--- src/rtl/pulse_pkg.sv ---
// pulse_pkg: shared widths, register field layouts and small lookup functions
// for the pulse tone channel. Assumes 8-bit register writes.
package pulse_pkg;

    localparam int PER_W  = 11;  // period timer width
    localparam int STEP_W = 4;   // 16-step duty sequence
    localparam int LVL_W  = 4;   // amplitude / envelope width
    localparam int LEN_W  = 8;   // length counter width

    typedef enum logic [1:0] {
        SEL_CTRL  = 2'd0,
        SEL_SWEEP = 2'd1,
        SEL_PLO   = 2'd2,
        SEL_PHI   = 2'd3
    } reg_sel_e;

    typedef struct packed {
        logic [1:0]       duty;
        logic             halt_loop;
        logic             fixed_lvl;
        logic [LVL_W-1:0] level;
    } ctrl_t;

    typedef struct packed {
        logic       on;
        logic [2:0] per;
        logic       down;
        logic [2:0] shift;
    } sweep_cfg_t;

    // Highest period allowed while sweeping upward, per shift amount.
    function automatic logic [PER_W-1:0] up_limit(input logic [2:0] sh);
        case (sh)
            3'd0:    up_limit = 11'h3FF;
            3'd1:    up_limit = 11'h555;
            3'd2:    up_limit = 11'h666;
            3'd3:    up_limit = 11'h71C;
            3'd4:    up_limit = 11'h787;
            3'd5:    up_limit = 11'h7C1;
            3'd6:    up_limit = 11'h7E0;
            default: up_limit = 11'h7F0;
        endcase
    endfunction

    // Number of leading high steps in the 16-step sequence.
    function automatic logic [STEP_W-1:0] high_steps(input logic [1:0] d);
        case (d)
            2'd0:    high_steps = 4'd2;
            2'd1:    high_steps = 4'd4;
            2'd2:    high_steps = 4'd8;
            default: high_steps = 4'd12;
        endcase
    endfunction

    // Length counter load value: index*4 + 2.
    function automatic logic [LEN_W-1:0] len_value(input logic [4:0] idx);
        len_value = {1'b0, idx, 2'b10};
    endfunction

endpackage

--- src/rtl/pulse_timer_seq.sv ---
// pulse_timer_seq: down-counting period timer that advances a 16-step duty
// sequencer once every period+1 clocks. A restart puts the sequencer on step 0
// and loads the timer with the period being written in the same cycle.
module pulse_timer_seq
    import pulse_pkg::*;
#(
    parameter int P_W = PER_W,
    parameter int S_W = STEP_W
) (
    input  logic           clk,
    input  logic           rst_n,
    input  logic [P_W-1:0] period,
    input  logic           restart,
    input  logic [P_W-1:0] restart_per,
    output logic [S_W-1:0] step
);
    localparam logic [P_W-1:0] P_ONE = 1;
    localparam logic [S_W-1:0] S_ONE = 1;

    logic [P_W-1:0] tmr;

    // Timer countdown and sequencer advance on expiry.
    always_ff @(posedge clk) begin
        if (!rst_n) begin
            tmr  <= '0;
            step <= '0;
        end else if (restart) begin
            tmr  <= restart_per;
            step <= '0;
        end else if (tmr == '0) begin
            tmr  <= period;
            step <= step + S_ONE;
        end else begin
            tmr <= tmr - P_ONE;
        end
    end

    // the step may only move when the timer expires or on a restart.
    a_r4_step_hold: assert property (@(posedge clk) disable iff (!rst_n)
        (!restart && tmr != '0) |=> $stable(step))
        else $error("a_r4_step_hold");

endmodule

--- src/rtl/pulse_envelope.sv ---
// pulse_envelope: 4-bit decaying level clocked by quarter-frame pulses through
// a divider of (period+1) pulses. Restart sets full level; loop makes 0 wrap
// back to full. Assumes qtr_tick is a single-clock pulse.
module pulse_envelope
    import pulse_pkg::*;
#(
    parameter int L_W = LVL_W
) (
    input  logic           clk,
    input  logic           rst_n,
    input  logic           restart,
    input  logic           qtr_tick,
    input  logic [L_W-1:0] env_per,
    input  logic           loop_en,
    output logic [L_W-1:0] level
);
    localparam logic [L_W-1:0] L_ONE = 1;

    logic [L_W-1:0] div;

    // Divider and level update.
    always_ff @(posedge clk) begin
        if (!rst_n) begin
            div   <= '0;
            level <= '0;
        end else if (restart) begin
            div   <= env_per;
            level <= '1;
        end else if (qtr_tick) begin
            if (div == '0) begin
                div <= env_per;
                if (level != '0)
                    level <= level - L_ONE;
                else if (loop_en)
                    level <= '1;
            end else begin
                div <= div - L_ONE;
            end
        end
    end

    // without loop, an exhausted envelope stays at zero.
    a_r6_hold_at_zero: assert property (@(posedge clk) disable iff (!rst_n)
        (qtr_tick && !restart && div == '0 && level == '0 && !loop_en) |=> level == '0)
        else $error("a_r6_hold_at_zero");

endmodule

--- src/rtl/pulse_sweep.sv ---
// pulse_sweep: owns the sweep configuration and the 11-bit period. Computes the
// sweep target, the mute condition, and applies the target on divider expiry.
// ONES_NEG picks one's- or two's-complement negation for downward sweeps.
module pulse_sweep
    import pulse_pkg::*;
#(
    parameter int P_W      = PER_W,
    parameter bit ONES_NEG = 1'b1
) (
    input  logic           clk,
    input  logic           rst_n,
    input  logic           cfg_wr,
    input  logic [7:0]     cfg_data,
    input  logic           lo_wr,
    input  logic [7:0]     lo_data,
    input  logic           hi_wr,
    input  logic [2:0]     hi_data,
    input  logic           half_tick,
    output logic [P_W-1:0] period,
    output logic           mute
);
    localparam logic [2:0] D_ONE = 3'd1;

    sweep_cfg_t     cfg;
    logic [2:0]     div;
    logic [P_W-1:0] shifted;
    logic [P_W-1:0] neg_term;
    logic [P_W-1:0] target;
    logic           expire;

    assign shifted = period >> cfg.shift;

    // Negation style chosen per instance.
    generate
        if (ONES_NEG) begin : g_ones
            assign neg_term = ~shifted;
        end else begin : g_twos
            assign neg_term = -shifted;
        end
    endgenerate

    // Target period and silence condition.
    always_comb begin
        target = cfg.down ? (period + neg_term) : (period + shifted);
        mute   = (period < 11'd8) || (!cfg.down && period > up_limit(cfg.shift));
        expire = half_tick && (div == '0);
    end

    // Configuration register and sweep divider.
    always_ff @(posedge clk) begin
        if (!rst_n) begin
            cfg <= '0;
            div <= '0;
        end else if (cfg_wr) begin
            cfg <= sweep_cfg_t'(cfg_data);
            div <= cfg_data[6:4];
        end else if (half_tick) begin
            div <= (div == '0) ? cfg.per : div - D_ONE;
        end
    end

    // Period register: software writes win over sweep updates.
    always_ff @(posedge clk) begin
        if (!rst_n)
            period <= '0;
        else if (lo_wr)
            period[7:0] <= lo_data;
        else if (hi_wr)
            period[P_W-1:8] <= hi_data;
        else if (expire && cfg.on && cfg.shift != '0 && !mute)
            period <= target;
    end

    // the period only changes on a write or a half-frame tick.
    a_r7_period_stable: assert property (@(posedge clk) disable iff (!rst_n)
        (!lo_wr && !hi_wr && !half_tick) |=> $stable(period))
        else $error("a_r7_period_stable");

endmodule

--- src/rtl/pulse_length.sv ---
// pulse_length: note length counter. Loads on a period-high write while the
// channel is enabled, counts down on half-frame pulses unless halted, and is
// forced to zero while the channel is disabled.
module pulse_length
    import pulse_pkg::*;
#(
    parameter int N_W = LEN_W
) (
    input  logic           clk,
    input  logic           rst_n,
    input  logic           ch_enable,
    input  logic           load,
    input  logic [N_W-1:0] load_val,
    input  logic           half_tick,
    input  logic           halt,
    output logic           nonzero
);
    localparam logic [N_W-1:0] N_ONE = 1;

    logic [N_W-1:0] cnt;

    // Counter load, clear and countdown.
    always_ff @(posedge clk) begin
        if (!rst_n)
            cnt <= '0;
        else if (!ch_enable)
            cnt <= '0;
        else if (load)
            cnt <= load_val;
        else if (half_tick && !halt && cnt != '0)
            cnt <= cnt - N_ONE;
    end

    assign nonzero = (cnt != '0);

    // a disabled channel is inactive on the following clock.
    a_r3_cleared_when_disabled: assert property (@(posedge clk) disable iff (!rst_n)
        !ch_enable |=> !nonzero)
        else $error("a_r3_cleared_when_disabled");

endmodule

--- src/rtl/pulse_tone_channel.sv ---
// pulse_tone_channel: square-wave channel top. Decodes the four register
// writes, holds the control register, and combines sequencer, envelope, sweep
// mute and length state into the 4-bit amplitude. Assumes one write per clock
// and single-clock frame pulses from an external frame sequencer.
module pulse_tone_channel
    import pulse_pkg::*;
#(
    parameter bit ONES_NEG = 1'b1
) (
    input  logic             clk,
    input  logic             rst_n,
    input  logic             wr_en,
    input  logic [1:0]       wr_sel,
    input  logic [7:0]       wr_data,
    input  logic             ch_enable,
    input  logic             qtr_tick,
    input  logic             half_tick,
    output logic [LVL_W-1:0] amp_out,
    output logic             active
);
    ctrl_t             ctrl;
    logic              wr_ctrl, wr_sweep, wr_lo, wr_hi;
    logic [PER_W-1:0]  period;
    logic              mute;
    logic [STEP_W-1:0] step;
    logic [LVL_W-1:0]  env_level;
    logic              high;

    // Register write decode.
    always_comb begin
        wr_ctrl  = wr_en && (reg_sel_e'(wr_sel) == SEL_CTRL);
        wr_sweep = wr_en && (reg_sel_e'(wr_sel) == SEL_SWEEP);
        wr_lo    = wr_en && (reg_sel_e'(wr_sel) == SEL_PLO);
        wr_hi    = wr_en && (reg_sel_e'(wr_sel) == SEL_PHI);
    end

    // Control register: duty, halt/loop, fixed level, level/envelope period.
    always_ff @(posedge clk) begin
        if (!rst_n)
            ctrl <= '0;
        else if (wr_ctrl)
            ctrl <= ctrl_t'(wr_data);
    end

    pulse_sweep #(.P_W(PER_W), .ONES_NEG(ONES_NEG)) u_sweep (
        .clk       (clk),
        .rst_n     (rst_n),
        .cfg_wr    (wr_sweep),
        .cfg_data  (wr_data),
        .lo_wr     (wr_lo),
        .lo_data   (wr_data),
        .hi_wr     (wr_hi),
        .hi_data   (wr_data[2:0]),
        .half_tick (half_tick),
        .period    (period),
        .mute      (mute)
    );

    pulse_timer_seq #(.P_W(PER_W), .S_W(STEP_W)) u_seq (
        .clk         (clk),
        .rst_n       (rst_n),
        .period      (period),
        .restart     (wr_hi),
        .restart_per ({wr_data[2:0], period[7:0]}),
        .step        (step)
    );

    pulse_envelope #(.L_W(LVL_W)) u_env (
        .clk      (clk),
        .rst_n    (rst_n),
        .restart  (wr_hi),
        .qtr_tick (qtr_tick),
        .env_per  (ctrl.level),
        .loop_en  (ctrl.halt_loop),
        .level    (env_level)
    );

    pulse_length #(.N_W(LEN_W)) u_len (
        .clk       (clk),
        .rst_n     (rst_n),
        .ch_enable (ch_enable),
        .load      (wr_hi),
        .load_val  (len_value(wr_data[7:3])),
        .half_tick (half_tick),
        .halt      (ctrl.halt_loop),
        .nonzero   (active)
    );

    // Output amplitude selection.
    always_comb begin
        high    = step < high_steps(ctrl.duty);
        amp_out = '0;
        if (active && !mute && high)
            amp_out = ctrl.fixed_lvl ? ctrl.level : env_level;
    end

    // an enabled period-high write always leaves the channel active.
    a_r2_load_on_write: assert property (@(posedge clk) disable iff (!rst_n)
        (wr_hi && ch_enable) |=> active)
        else $error("a_r2_load_on_write");

endmodule

--- config.mk ---
export PLATFORM = sky130hd
export DESIGN_NAME = pulse_tone_channel
export DESIGN_NICKNAME = d
export VERILOG_FILES = /design/src/rtl/pulse_pkg.sv /design/src/rtl/pulse_timer_seq.sv /design/src/rtl/pulse_envelope.sv /design/src/rtl/pulse_sweep.sv /design/src/rtl/pulse_length.sv /design/src/rtl/pulse_tone_channel.sv
export SDC_FILE = /design/constraint.sdc
export NUM_CORES = 1
export LEC_CHECK = 0
export ABC_AREA = 0
export BUFFER_PORTS_ARGS = -buffer_cell sky130_fd_sc_hd__buf_4
export CORE_UTILIZATION = 55
export CTS_CLUSTER_DIAMETER = 80
export DETAILED_ROUTE_END_ITERATION = 8
export PLACE_DENSITY = 0.76
export SLEW_MARGIN = 20
export SYNTH_ARGS = -nofsm -noshare
export SYNTH_HDL_FRONTEND = slang
export SYNTH_SLANG_ARGS = --single-unit
--- constraint.sdc ---
create_clock -name clk -period 3.1 [get_ports clk]
set_input_delay 0.62 -clock clk [delete_from_list [all_inputs] [get_ports clk]]
set_output_delay 0.62 -clock clk [all_outputs]
set_load 0.005 [all_outputs]
* After elaboration in Yosys (flattened, before gate mapping)
Cells that the tools add are included.
** Operators by class
- Shifts and indexed selects :: 1
- $add $sub $neg :: 8
- Reductions and logical operators :: 39
- Bitwise operators :: 4
- $mul :: 0
- $lt $le $gt $ge :: 3
- Equal/unequal tests :: 12
- Muxes and demuxes :: 24
- Divide/modulo/power cells :: 0
** Operators by type and width (number)
- 11-bit one-hot mux with 7 select lines :: 1
- 11-bit two-way mux :: 4
- 4-bit two-way mux :: 10
- 11-bit adder :: 2
- 8-bit two-way mux :: 2
- 7-bit two-way mux :: 2
- 1-bit logical AND :: 13
- 3-bit two-way mux :: 4
- 4-bit one-hot mux with 3 select lines :: 1
- 2-bit nonzero test :: 6
- 11-bit greater-than comparator :: 1
- 11-bit logical NOT :: 1
- 11-bit by 4-bit less-than comparator with 1-bit output, second input constant :: 1
- 11-bit inverter :: 1
- 11-bit by 3-bit right shift with 11-bit output :: 1
- 11-bit by 1-bit subtractor with 11-bit output, second input constant :: 1
- 3-bit equality test, second input constant :: 3
- 8-bit nonzero test :: 1
- 4-bit by 1-bit subtractor with 4-bit output, second input constant :: 2
- 8-bit by 1-bit subtractor with 8-bit output, second input constant :: 1
- 2-bit equality test, second input constant :: 3
- 3-bit by 2-bit equality test with 1-bit output, second input constant :: 2
- 3-bit logical NOT :: 2
- 2-bit AND reduction :: 3
- other kinds (16) :: 23
** Storage, ports and cells
- Memory bits (read-only) :: 0
- Bits in registers :: 61
- Latch bits :: 0
- Memories kept :: 0
- Memory bits (writable) :: 0
- Input bits :: 16
- Word-level logic and storage cells :: 108

* Depth between registers and ports, before layout
Gate-level depths: netlist (run 1).
- Depth after elaboration :: 10
- Gate-level depth with buffers :: 14
- Depth with buffers taken out :: 13

* Hierarchy
From an unflattened synthesis (run 1), not the netlist that was laid out.
** Unflattened totals
- Cell total of the unflattened synthesis :: 565
- Area, all modules :: 4601.9 um^2
** Modules (own cells, without submodules)
- pulse_sweep :: area each 2219.6 um^2, sequential area each 440.4 um^2, cells each 286, times used 1
- pulse_timer_seq :: area each 918.4 um^2, sequential area each 300.3 um^2, cells each 109, times used 1
- pulse_length :: area each 506.7 um^2, sequential area each 160.2 um^2, cells each 59, times used 1
- pulse_envelope :: area each 493.0 um^2, sequential area each 160.2 um^2, cells each 62, times used 1
- pulse_tone_channel :: area each 464.2 um^2, sequential area each 160.2 um^2, cells each 49, times used 1

* Worst setup path after synthesis (run 1)
OpenSTA, ideal clock, no wires.
- Kind :: register -> register
- From :: register u_sweep.cfg[1] (netlist name)
- To :: register u_sweep.period[10]
- Data required time :: 2978 ps
- Period minus slack after synthesis :: 3134 ps
- Data arrival time :: 3012 ps
- Buffers on the path :: 2
- Stages on the path, launching flop included :: 14
- Setup slack :: -34 ps
- Cell sequence :: dfxtp_1 > buf_2 > clkbuf_1 > inv_1 > a31oi_1 > a21oi_1 > xor2_1 > ha_1 > and3_1 > a2111oi_4 > o21ai_0 > a21oi_1 > xnor2_1 > a311o_1
** On the way
- Cells in the longest elaborated chain, start to end :: 9
- Elaborated cells between the ends (all ways) :: 24
- Classes of those cells :: add/sub (2); order compare (1); eq/ne (6); shift (1); mux (4); bitwise (1); reduce/logical (9)
** Ends and longest elaborated chain
- start, declared :: RTL line pulse_sweep.sv:24 : sweep_cfg_t cfg;
- start signal, assigned :: RTL line pulse_sweep.sv:55 : cfg <= sweep_cfg_t'(cfg_data);
- 3-bit equality test, or another cell as far along :: RTL line pulse_pkg.sv:33 : case (sh)
- 11-bit one-hot mux with 7 select lines :: RTL line pulse_pkg.sv:33
- 11-bit greater-than comparator :: RTL line pulse_sweep.sv:45 : mute = (period < 11'd8) || (!cfg.down && period > up_limit(cfg.shift));
- 1-bit logical AND :: RTL line pulse_sweep.sv:45
- 1-bit logical OR :: RTL line pulse_sweep.sv:45
- 1-bit logical NOT :: RTL line pulse_sweep.sv:70 : else if (expire && cfg.on && cfg.shift != '0 && !mute)
- 1-bit logical AND :: RTL line pulse_sweep.sv:70
- 2-bit nonzero test (no line)
- 2-bit AND reduction (no line)
- end signal, assigned by index :: RTL line pulse_sweep.sv:69 : period[P_W-1:8] <= hi_data;
- end signal, assigned :: RTL line pulse_sweep.sv:71 : period <= target;
- end, declared :: RTL line pulse_sweep.sv:19 : output logic [P_W-1:0] period,
Several ways; a longest one is shown, not always the timed one. The select of a mux whose other input is x is not followed.
A chain may end at the register's enable or synchronous reset.

* Worst setup path after layout (run 1)
- From :: register u_sweep.cfg[1] (netlist name)
- To :: output amp_out[3]
** On the way
- Cells in the longest elaborated chain, start to end :: 9
- Elaborated cells between the ends (all ways) :: 15
- Classes of those cells :: order compare (1); eq/ne (6); mux (2); reduce/logical (6)
** Ends and longest elaborated chain
- 3-bit equality test, or another cell as far along :: RTL line pulse_pkg.sv:33
- 11-bit one-hot mux with 7 select lines (*) :: RTL line pulse_pkg.sv:33
- 11-bit greater-than comparator (*) :: RTL line pulse_sweep.sv:45
- 1-bit logical AND (*) :: RTL line pulse_sweep.sv:45
- 1-bit logical OR (*) :: RTL line pulse_sweep.sv:45
- 1-bit logical NOT (*) :: RTL line pulse_tone_channel.sv:93 : if (active && !mute && high)
- 1-bit logical AND (*) (2 in series) :: RTL line pulse_tone_channel.sv:93
- 4-bit two-way mux (*) :: RTL line pulse_tone_channel.sv:93
- end, declared :: RTL line pulse_tone_channel.sv:18 : output logic [LVL_W-1:0] amp_out,
Every way passes the cells marked *; elsewhere a longest branch is shown, timed or not.

==> metrics.md, run 1 <==
| Metric | Value |
|---|---|
| Clk pwr share | `28.0%` |
| Total wirelength of the detailed-routed design | `11800 µm` |
| Unique cell type count in the Yosys netlist | `61` |
| First-pass GRT wire length | `19100 µm` |
| Antenna violation net count after detailed routing | `0` |
| Net total in the final layout | `630` |
| Classification of the worst setup path | `reg -> out` |
| IO Count | `21` |
| H-Tree Depth | `3` |
| CTS sink cnt | `61` |
| Minimum clock period after layout | `3.26 ns` |
| Combinational power share | `34.3%` |
| Critical path, cell by cell | `buf_6 > buf_8 > nor2_4 > buf_6 > nor2_2 > ha_1 > nand4_1 > nor2_2 > a21oi_2 > a311oi_4 > nor2_4 > nor2b_1 > buf_4` |
| Count of standard-cell rows | `31` |
| Final-report max-slew violation count | `0` |
| Routed via count | `4157` |
| All-layer global routing usage | `29.3%` |
| Via count of the first global-routing pass | `4051` |
| Placer Congestion | `0.951` |
| Most frequent cells in the layout | `dfxtp_1, buf_4, nor2_1` |
| Total nets after synthesis | `581` |
| Cell total after placement | `660` |
| Fraction of synthesis flops using an asynchronous set or reset pin | `0%` |
| X dimension of the die | `90.1 µm` |
| DR WL/cell | `17.1 µm` |
| Half-perimeter wire length after detailed placement | `8480 µm` |
| Core outline area | `0.00737 mm²` |
| Share of layout cells above drive strength 1 | `21.6%` |
| Syn Area/Cell | `8.00 µm²` |
| Arrival time worst endpoint | `2.64 ns` |
| Maximum frequency from static timing analysis | `0.306 GHz` |
| Inserted Clock Buffers | `9` |
| Netlist area before placement | `0.00427 mm²` |
| Iteration-0 DRC Markers | `310` |
| Post-route worst setup slack | `-0.163 ns` |
| Data required, critical path | `2.48 ns` |
| Max capacitance violation total | `0` |
| TritonCTS clock tree | `done` |
| Largest stage delay on the critical path | `0.36 ns` |
| Clock root buffer | `clkbuf_8` |
| Number of antenna cells inserted | `0` |
| Top flip-flop cell by instance count after synthesis | `dfxtp_1` |
| Area growth from synthesis to layout | `21.1%` |
| Unrepaired setup endpoints after global routing | `yes` |
| Startpoint types | `flip-flop` |
| Maximum number of pins on one net before global-route repair | `30` |
| Clk_lat worst skew | `0.34 ns` |
| Slew at the pin closest to its max-slew limit | `0.840 ns` |
| Number of standard cells in the layout, taps in and fillers out | `687` |
| Initial antenna violation count | `0` |
| Kind of path behind the tightest hold check | `reg -> reg` |
| CTS max path bufs | `2` |
| Worst VDD drop | `0.315 mV` |
| Final Total Pwr | `2.65 mW` |
| Largest fanout of any net on the critical path | `7` |
| Worst-case headroom to the max-slew limit | `43.7%` |
| Filler Cells Inserted | `573` |
| Commonest non-fill, non-tap cell in the layout | `dfxtp_1` |
| Remaining design rule violation count | `0` |
| Crit end category | `output pin` |
| Power spent charging and discharging nets | `0.906 mW` |
| Starting density of the core | `58.0%` |
| Setup Viol. Count Final | `5` |
| Number of flops mapped to enable cells by yosys | `0` |
| Library cell contributing the largest single delay on the critical path | `a311oi_4` |
| Flops & latches, synth | `61` |
| Number of buffers added on ports | `20` |
| Number of iterations in the first detailed-routing pass | `7` |
| Violations in the final reports | `negative setup slack` |
| Congestion Overflow GR | `0` |
| Clock transition at path regs | `0.07 ns` |
| Period utilisation layout | `105%` |
| Cell count after synthesis | `534` |
| Outcome | `finished with violations` |
| Count of warnings emitted by yosys | `0` |
| Routed vias/inst | `6.05` |
| Worst Skew | `0.00732 ns` |
| Hold Fails Final Rpt | `0` |
| P_int | `1.74 mW` |
| Min Hold Slack | `0.465 ns` |
| Share of power burned in registers | `37.7%` |
| Floorplan die area | `0.00812 mm²` |
| Leakage component of the power | `2.16 nW` |
| Switching Fraction | `34.2%` |
| Ratio of total power to cell area | `512 mW/mm²` |
| Vert. Die Dim | `90.1 µm` |
| Portion of the post-synthesis area used by sequential elements | `28.6%` |
[flip-flops by register name (all words and copies together), names as in the netlist]
signal / count
u_seq.tmr: 11
u_sweep.period: 11
ctrl: 8
u_len.cnt: 8
u_sweep.cfg: 8
u_env.div: 4
u_env.level: 4
u_seq.step: 4
u_sweep.div: 3
[worst paths after layout]
path / slack, ns / start / cells after the start / end
worst max-delay path: -0.16 / u_sweep.cfg[1]$_SDFFE_PN0P_ / 13 / amp_out[3]
worst min register to register: 0.46 / u_sweep.cfg[5]$_SDFFE_PN0P_ / 2 / u_sweep.cfg[5]$_SDFFE_PN0P_
worst max register to register: -0.02 / u_sweep.cfg[1]$_SDFFE_PN0P_ / 16 / u_sweep.period[6]$_SDFFE_PN0P_
worst min-delay path: 0.46 / u_sweep.cfg[5]$_SDFFE_PN0P_ / 2 / u_sweep.cfg[5]$_SDFFE_PN0P_
[Yosys cell counts, drive strengths merged, types with 16 or more instances]
cell type / number / area (µm²)
a211oi: 16 / 120
a21oi: 55 / 275
clkbuf: 17 / 63.8
dfxtp: 61 / 1220
ha: 30 / 375
inv: 20 / 75.1
mux2i: 25 / 250
nand2: 53 / 199
nor2: 63 / 244
nor3: 16 / 85.1
o21ai: 27 / 135
xnor2: 22 / 193
[per-layer routing]
metal	vias up	global-route usage [%]	share of wire, %
li1	2013	-	-
met5	-	0	0
met3	50	7.19	5.4
met1	1929	35.6	42
met2	165	48.5	48
met4	0	14.1	4.5
[stage by stage]
step	setup slack (ns)	utilization (%)	TNS (ns)	cell area, µm²
global route	-0.212	70.2	-1.31	5170
finish	-0.163	70.2	-0.646	5170
floorplan	0.00791	-	0	4270
CTS	-0.114	68.5	-0.457	5050
global placement	0.0148	63.9	0	4710
detailed placement	-0.113	63.9	-0.312	4710
[kinds of logic (layout without fill, tap and decap cells)]
kind of cell,count (synthesis),count (layout),share of synthesized area [%]
AO/OA/AOI/OAI,136,136,20.4
XOR/XNOR,37,37,7.59
adder cells (fa/ha/maj),31,31,9.26
buffers and inverters,48,102,4.51
flip-flops,61,61,28.6
multiplexers,30,30,7.44
AND/OR/NAND/NOR,191,191,22.2
[power by group through the flow]
| stage | Combinational, mW | Sequential, mW | Clock (mW) |
|---|---|---|---|
| CTS | 0.877 | 0.994 | 0.749 |
| global placement | 0.818 | 1.01 | 0 |
| detailed placement | 0.853 | 1.01 | 0 |
| finish | 0.908 | 0.998 | 0.743 |
| floorplan | 0.666 | 0.987 | 0 |
| global route | 1.02 | 1.01 | 0.786 |
[layout make-up]
type	instances	area [µm²]	share of cell area (%)
Tap cell	99	124	2.39
Sequential cell	61	1220	23.7
Clock buffer	12	165	3.19
Multi-Input combinational cell	425	3000	58.1
Timing Repair Buffer	64	528	10.2
Clock inverter	4	45.0	0.871
Inverter	22	83.8	1.62
[critical path: cells and delay by family, from the launching register on]
| family | cells | cell delay, ns |
|---|---|---|
| fa+ha+maj | 1 | 0.29 |
| buf+inv | 4 | 0.50 |
| flops | 1 | 0.33 |
| compound gates | 2 | 0.45 |
| simple gates | 6 | 0.72 |
[timing repair]
action / in CTS / in global routing
gates resized for setup: 21 / 27
pin swaps: 12 / 22
hold buffers: 0 / 0
hold endpoints to repair: 0 / 0
setup buffers: 9 / 3
setup endpoints to repair: 6 / 11
Note: power is estimated with default switching activity, not from simulation.
==> run 2, diff against run 1 <==
- CAP_MARGIN: not set -> 20
- RECOVER_POWER: not set -> 100
==> metrics.md, run 2 (synthesis gave the netlist of run 1 again) <==
| Metric | Value |
|---|---|
| Outcome | `finished with violations` |
| Violations in the final reports | `negative setup slack` |
| Inserted Clock Buffers | `9` |
| Number of standard cells in the layout, taps in and fillers out | `687` |
| Storage element area | `0.00122 mm²` |
| IO Count | `21` |
| Registers with the most flip-flops | `u_seq.tmr: 11 flops, u_sweep.period: 11 flops` |
| Maximum number of pins on one net before global-route repair | `30` |
| Minimum clock period after layout | `3.26 ns` |
| Unrepaired setup endpoints after global routing | `yes` |
| Number of antenna cells inserted | `0` |
| Count of standard-cell rows | `31` |
| Initial antenna violation count | `0` |
| Kind of path behind the tightest hold check | `reg -> reg` |
| Power spent charging and discharging nets | `0.907 mW` |
| Half-perimeter wire length after detailed placement | `8480 µm` |
| Hold Fails Final Rpt | `0` |
| Clk pwr share | `28.1%` |
| Combinational power share | `34.1%` |
| Area growth from synthesis to layout | `20.6%` |
| CTS max path bufs | `2` |
| Clock root buffer | `clkbuf_8` |
| Vert. Die Dim | `90.1 µm` |
| Switching Fraction | `34.3%` |
| Min Hold Slack | `0.464 ns` |
| Remaining design rule violation count | `0` |
| Floorplan die area | `0.00812 mm²` |
| Post-route worst setup slack | `-0.163 ns` |
| Maximum frequency from static timing analysis | `0.306 GHz` |
| Filler Cells Inserted | `579` |
| Startpoint types | `flip-flop` |
| CTS sink cnt | `61` |
| Antenna violation net count after detailed routing | `0` |
| Setup Viol. Count Final | `5` |
| DR WL/cell | `17.2 µm` |
| Leakage component of the power | `2.14 nW` |
| Classification of the worst setup path | `reg -> out` |
| Most frequent cells in the layout | `dfxtp_1, nor2_1, nand2_1` |
| Worst Skew | `0.00833 ns` |
| Crit end category | `output pin` |
| Number of buffers added on ports | `20` |
| X dimension of the die | `90.1 µm` |
| Via count of the first global-routing pass | `4051` |
| H-Tree Depth | `3` |
| Share of layout cells above drive strength 1 | `20.6%` |
| Period utilisation layout | `105%` |
| Arrival time worst endpoint | `2.64 ns` |
| Starting density of the core | `58.0%` |
| First-pass GRT wire length | `19100 µm` |
| Routed vias/inst | `6.08` |
| Ratio of total power to cell area | `513 mW/mm²` |
| Net total in the final layout | `630` |
| P_int | `1.74 mW` |
| Clock transition at path regs | `0.07 ns` |
| Routed via count | `4179` |
| All-layer global routing usage | `29.3%` |
| Cell total after placement | `660` |
| Commonest non-fill, non-tap cell in the layout | `dfxtp_1` |
| Multi-input logic area | `0.00300 mm²` |
| Placer Congestion | `0.951` |
| Clk_lat worst skew | `0.34 ns` |
| Max capacitance violation total | `0` |
| TritonCTS clock tree | `done` |
| Final-report max-slew violation count | `0` |
| Largest fanout of any net on the critical path | `7` |
| Core outline area | `0.00737 mm²` |
| Slew at the pin closest to its max-slew limit | `1.35 ns` |
| Worst VDD drop | `0.327 mV` |
| Worst-case headroom to the max-slew limit | `10.2%` |
| Iteration-0 DRC Markers | `319` |
| Share of power burned in registers | `37.7%` |
| Final Total Pwr | `2.64 mW` |
| Congestion Overflow GR | `0` |
| Data required, critical path | `2.48 ns` |
| Total wirelength of the detailed-routed design | `11800 µm` |
| Number of buffers inserted for hold repair after clock tree synthesis | `0` |
| Number of iterations in the first detailed-routing pass | `5` |
run 2: what timing repair did:
action                                  4_1_cts  5_1_grt
gates cloned                                  0        0
setup buffers                                 9        3
endpoints found under the setup margin        6       11
pin swaps                                    12       22
gates resized for setup                      21       27
run 2: power by group through the flow:
stage	sequential, mW	clock [mW]	combinational (mW)
floorplan	0.987	0	0.666
global placement	1.01	0	0.818
detailed placement	1.01	0	0.853
CTS	0.994	0.749	0.877
global route	1.01	0.786	1.01
finish	0.997	0.744	0.903
run 2: final timing paths:
| check | end | from | depth (start not counted) | slack, ns |
|---|---|---|---|---|
| worst max-delay path | amp_out[2] | u_sweep.cfg[1]$_SDFFE_PN0P_ | 13 | -0.16 |
| worst min register to register | u_sweep.cfg[5]$_SDFFE_PN0P_ | u_sweep.cfg[5]$_SDFFE_PN0P_ | 2 | 0.46 |
| worst max register to register | u_sweep.period[6]$_SDFFE_PN0P_ | u_sweep.cfg[1]$_SDFFE_PN0P_ | 16 | -0.03 |
| worst min-delay path | u_sweep.cfg[5]$_SDFFE_PN0P_ | u_sweep.cfg[5]$_SDFFE_PN0P_ | 2 | 0.46 |
run 2: metrics by stage:
step                setup WS [ns]  TNS (ns)  cell area (µm²)  utilization, %
floorplan                 0.00791         0             4270               -
global placement           0.0148         0             4710            63.9
detailed placement         -0.113    -0.312             4710            63.9
CTS                        -0.114    -0.457             5050            68.5
global route               -0.212     -1.32             5150            69.9
finish                     -0.163    -0.662             5150            69.9
run 2: layout make-up:
cell class / instances / area share [%]
clock buffers: 12 / 3.21
clock inverters: 4 / 0.874
inverters: 22 / 1.63
multi-input cells: 425 / 58.3
flip-flops and latches: 61 / 23.8
well taps: 99 / 2.40
repair buffers: 64 / 9.81
run 2: critical path, cell delays in order (launching register included):
cell	delay [ns]
dfxtp_2	0.33
buf_6	0.13
buf_8	0.12
nor2_4	0.13
buf_6	0.12
nor2_2	0.03
ha_1	0.28
nand4_1	0.17
nor2_2	0.19
a21oi_2	0.10
a311oi_4	0.36
nor2_4	0.06
nor2b_1	0.14
buf_4	0.13
run 2: per-layer routing:
metal,track usage (%),wire (µm)
met1,35.6,4930
met2,48.5,5640
met3,7.19,723
met4,14.1,519
met5,0,0
==> run 3, diff against run 2 <==
- SKIP_LAST_GASP: not set -> 1
==> metrics.md, run 3 (synthesis gave the netlist of run 1 again) <==
| Metric | Value |
|---|---|
| Number of cell instances on the worst register-to-register path | `16` |
| Post-route worst setup slack | `-0.171 ns` |
| Data required, critical path | `2.48 ns` |
| Slew at the pin closest to its max-slew limit | `1.39 ns` |
| Library cell contributing the largest single delay on the critical path | `a311oi_4` |
| Routed vias/inst | `6.07` |
| Hold EP | `u_sweep.cfg[5]$_SDFFE_PN0P_` |
| Antenna violation net count after detailed routing | `0` |
| Clock root buffer | `clkbuf_8` |
| Vert. Die Dim | `90.1 µm` |
| X dimension of the die | `90.1 µm` |
| Number of antenna cells inserted | `0` |
| Clk_lat worst skew | `0.34 ns` |
| Iteration-0 DRC Markers | `282` |
| Placer Congestion | `0.951` |
| Unrepaired setup endpoints after global routing | `yes` |
| Minimum clock period after layout | `3.27 ns` |
| Outcome | `finished with violations` |
| Routed length on met3 | `732 µm` |
| All-layer global routing usage | `29.3%` |
| Routed wl met2 | `5590 µm` |
| CTS max path bufs | `2` |
| Violations in the final reports | `negative setup slack` |
| Remaining design rule violation count | `0` |
| Uppermost routed layer | `met4` |
| Total wirelength of the detailed-routed design | `11700 µm` |
| Ratio of total power to cell area | `514 mW/mm²` |
| Routed via count | `4172` |
| Half-perimeter wire length after detailed placement | `8480 µm` |
| Hold Path Origin | `u_sweep.cfg[5]$_SDFFE_PN0P_` |
| Number of buffers added on ports | `20` |
| Worst Skew | `0.00799 ns` |
| Reg-to-reg endpoint | `u_sweep.period[6]$_SDFFE_PN0P_` |
| Share of layout cells above drive strength 1 | `20.6%` |
| Via count of the first global-routing pass | `4051` |
| Worst VDD drop | `0.327 mV` |
| IO Count | `21` |
| Number of standard cells in the layout, taps in and fillers out | `687` |
| Period utilisation layout | `106%` |
| Startpoint types | `flip-flop` |
| Most frequent cells in the layout | `dfxtp_1, nor2_1, nand2_1` |
| Initial antenna violation count | `0` |
| Inserted Clock Buffers | `9` |
| Leakage component of the power | `2.14 nW` |
| Setup Viol. Count Final | `5` |
| TritonCTS clock tree | `done` |
| Registers with the most flip-flops | `u_seq.tmr: 11 flops, u_sweep.period: 11 flops` |
| Largest stage delay on the critical path | `0.36 ns` |
| Area growth from synthesis to layout | `20.4%` |
| Worst-case headroom to the max-slew limit | `7.64%` |
| Sum of routed wire segments on met1 | `4860 µm` |
| Count of standard-cell rows | `31` |
| Reg-to-reg critical path startpoint | `u_sweep.cfg[1]$_SDFFE_PN0P_` |
| Number of buffers inserted for hold repair after clock tree synthesis | `0` |
| Arrival time worst endpoint | `2.65 ns` |
| Core outline area | `0.00737 mm²` |
| Maximum number of pins on one net before global-route repair | `30` |
| Cell total after placement | `660` |
| Number of iterations in the first detailed-routing pass | `5` |
| Commonest non-fill, non-tap cell in the layout | `dfxtp_1` |
| Final-report max-slew violation count | `0` |
| CTS sink cnt | `61` |
| Net total in the final layout | `630` |
| Max capacitance violation total | `0` |
| Min Hold Slack | `0.464 ns` |
| Number of cells traversed by the worst hold path | `2` |
| Congestion Overflow GR | `0` |
| Largest fanout of any net on the critical path | `7` |
| Floorplan die area | `0.00812 mm²` |
| Maximum frequency from static timing analysis | `0.306 GHz` |
| H-Tree Depth | `3` |
| Clock transition at path regs | `0.07 ns` |
| Slack of the worst reg-to-reg path | `-0.02 ns` |
| First-pass GRT wire length | `19100 µm` |
| Classification of the worst setup path | `reg -> out` |
| Starting density of the core | `58.0%` |
| Crit end category | `output pin` |
| Critical path, cell by cell | `buf_6 > buf_8 > nor2_4 > buf_6 > nor2_2 > ha_1 > nand4_1 > nor2_2 > a21oi_2 > a311oi_4 > nor2_4 > nor2b_1 > buf_4` |
| DR WL/cell | `17.1 µm` |
| Hold Fails Final Rpt | `0` |
| Kind of path behind the tightest hold check | `reg -> reg` |
-- run 3: cell counts in the layout (fill, tap and decap cells not counted) --
No cell type changed its count.
-- run 3: how the worst max path moves through the flow --
stage | from | end | cells after the start
detailed placement | u_sweep.cfg[1]$_SDFFE_PN0P_ | u_sweep.period[10]$_SDFFE_PN0P_ | 13
floorplan | u_sweep.cfg[1]$_SDFFE_PN0P_ | u_sweep.period[10]$_SDFFE_PN0P_ | 13
global placement | u_sweep.cfg[1]$_SDFFE_PN0P_ | u_sweep.period[10]$_SDFFE_PN0P_ | 13
CTS | u_sweep.cfg[1]$_SDFFE_PN0P_ | amp_out[0] | 14
global route | u_sweep.cfg[1]$_SDFFE_PN0P_ | amp_out[3] | 13
finish | u_sweep.cfg[1]$_SDFFE_PN0P_ | amp_out[2] | 13
-- run 3: report_power, final --
group	total [mW]	internal, mW	switching, mW	leakage [nW]
Clock	0.746	0.433	0.313	0.112
Combinational	0.900	0.419	0.480	1.52
Sequential	0.998	0.885	0.114	0.500
-- run 3: worst max-delay path: cells and delay by family (launching register included) --
kind | cells | cell delay (ns)
flip-flops | 1 | 0.33
AND/OR/NAND/NOR | 6 | 0.73
AO/OA/AOI/OAI | 2 | 0.45
buffers and inverters | 4 | 0.50
adder cells (fa/ha/maj) | 1 | 0.28
-- run 3: per-layer routing --
layer / vias up / GRT usage [%]
met3: 54 / 7.19
met2: 159 / 48.5
met4: 0 / 14.1
met5: - / 0
met1: 1944 / 35.6
li1: 2015 / -
-- run 3: per-stage QoR --
step / util [%] / total power, mW / instance area [µm²] / setup WS (ns) / TNS (ns)
5_1_grt: 69.8 / 2.81 / 5140 / -0.218 / -1.34
3_3_place_gp: 63.9 / 1.82 / 4710 / 0.0148 / 0
2_1_floorplan: - / 1.65 / 4270 / 0.00791 / 0
6_report: 69.8 / 2.64 / 5140 / -0.171 / -0.688
3_5_place_dp: 63.9 / 1.86 / 4710 / -0.113 / -0.312
4_1_cts: 68.5 / 2.62 / 5050 / -0.114 / -0.457
-- run 3: layout make-up --
type | count | area (µm²)
timing repair buffer | 64 | 505
sequential | 61 | 1220
clock buffer | 12 | 165
fill | 582 | 2230
multi-input combinational | 425 | 3000
tap | 99 | 124
clock inverter | 4 | 45.0
inverter | 22 | 83.8
-- run 3: repair_timing --
action,4_1_cts,5_1_grt
cloned,0,0
buffers inserted,9,3
pin swaps,12,22
endpoints found under the setup margin,6,11
resized for setup,21,26
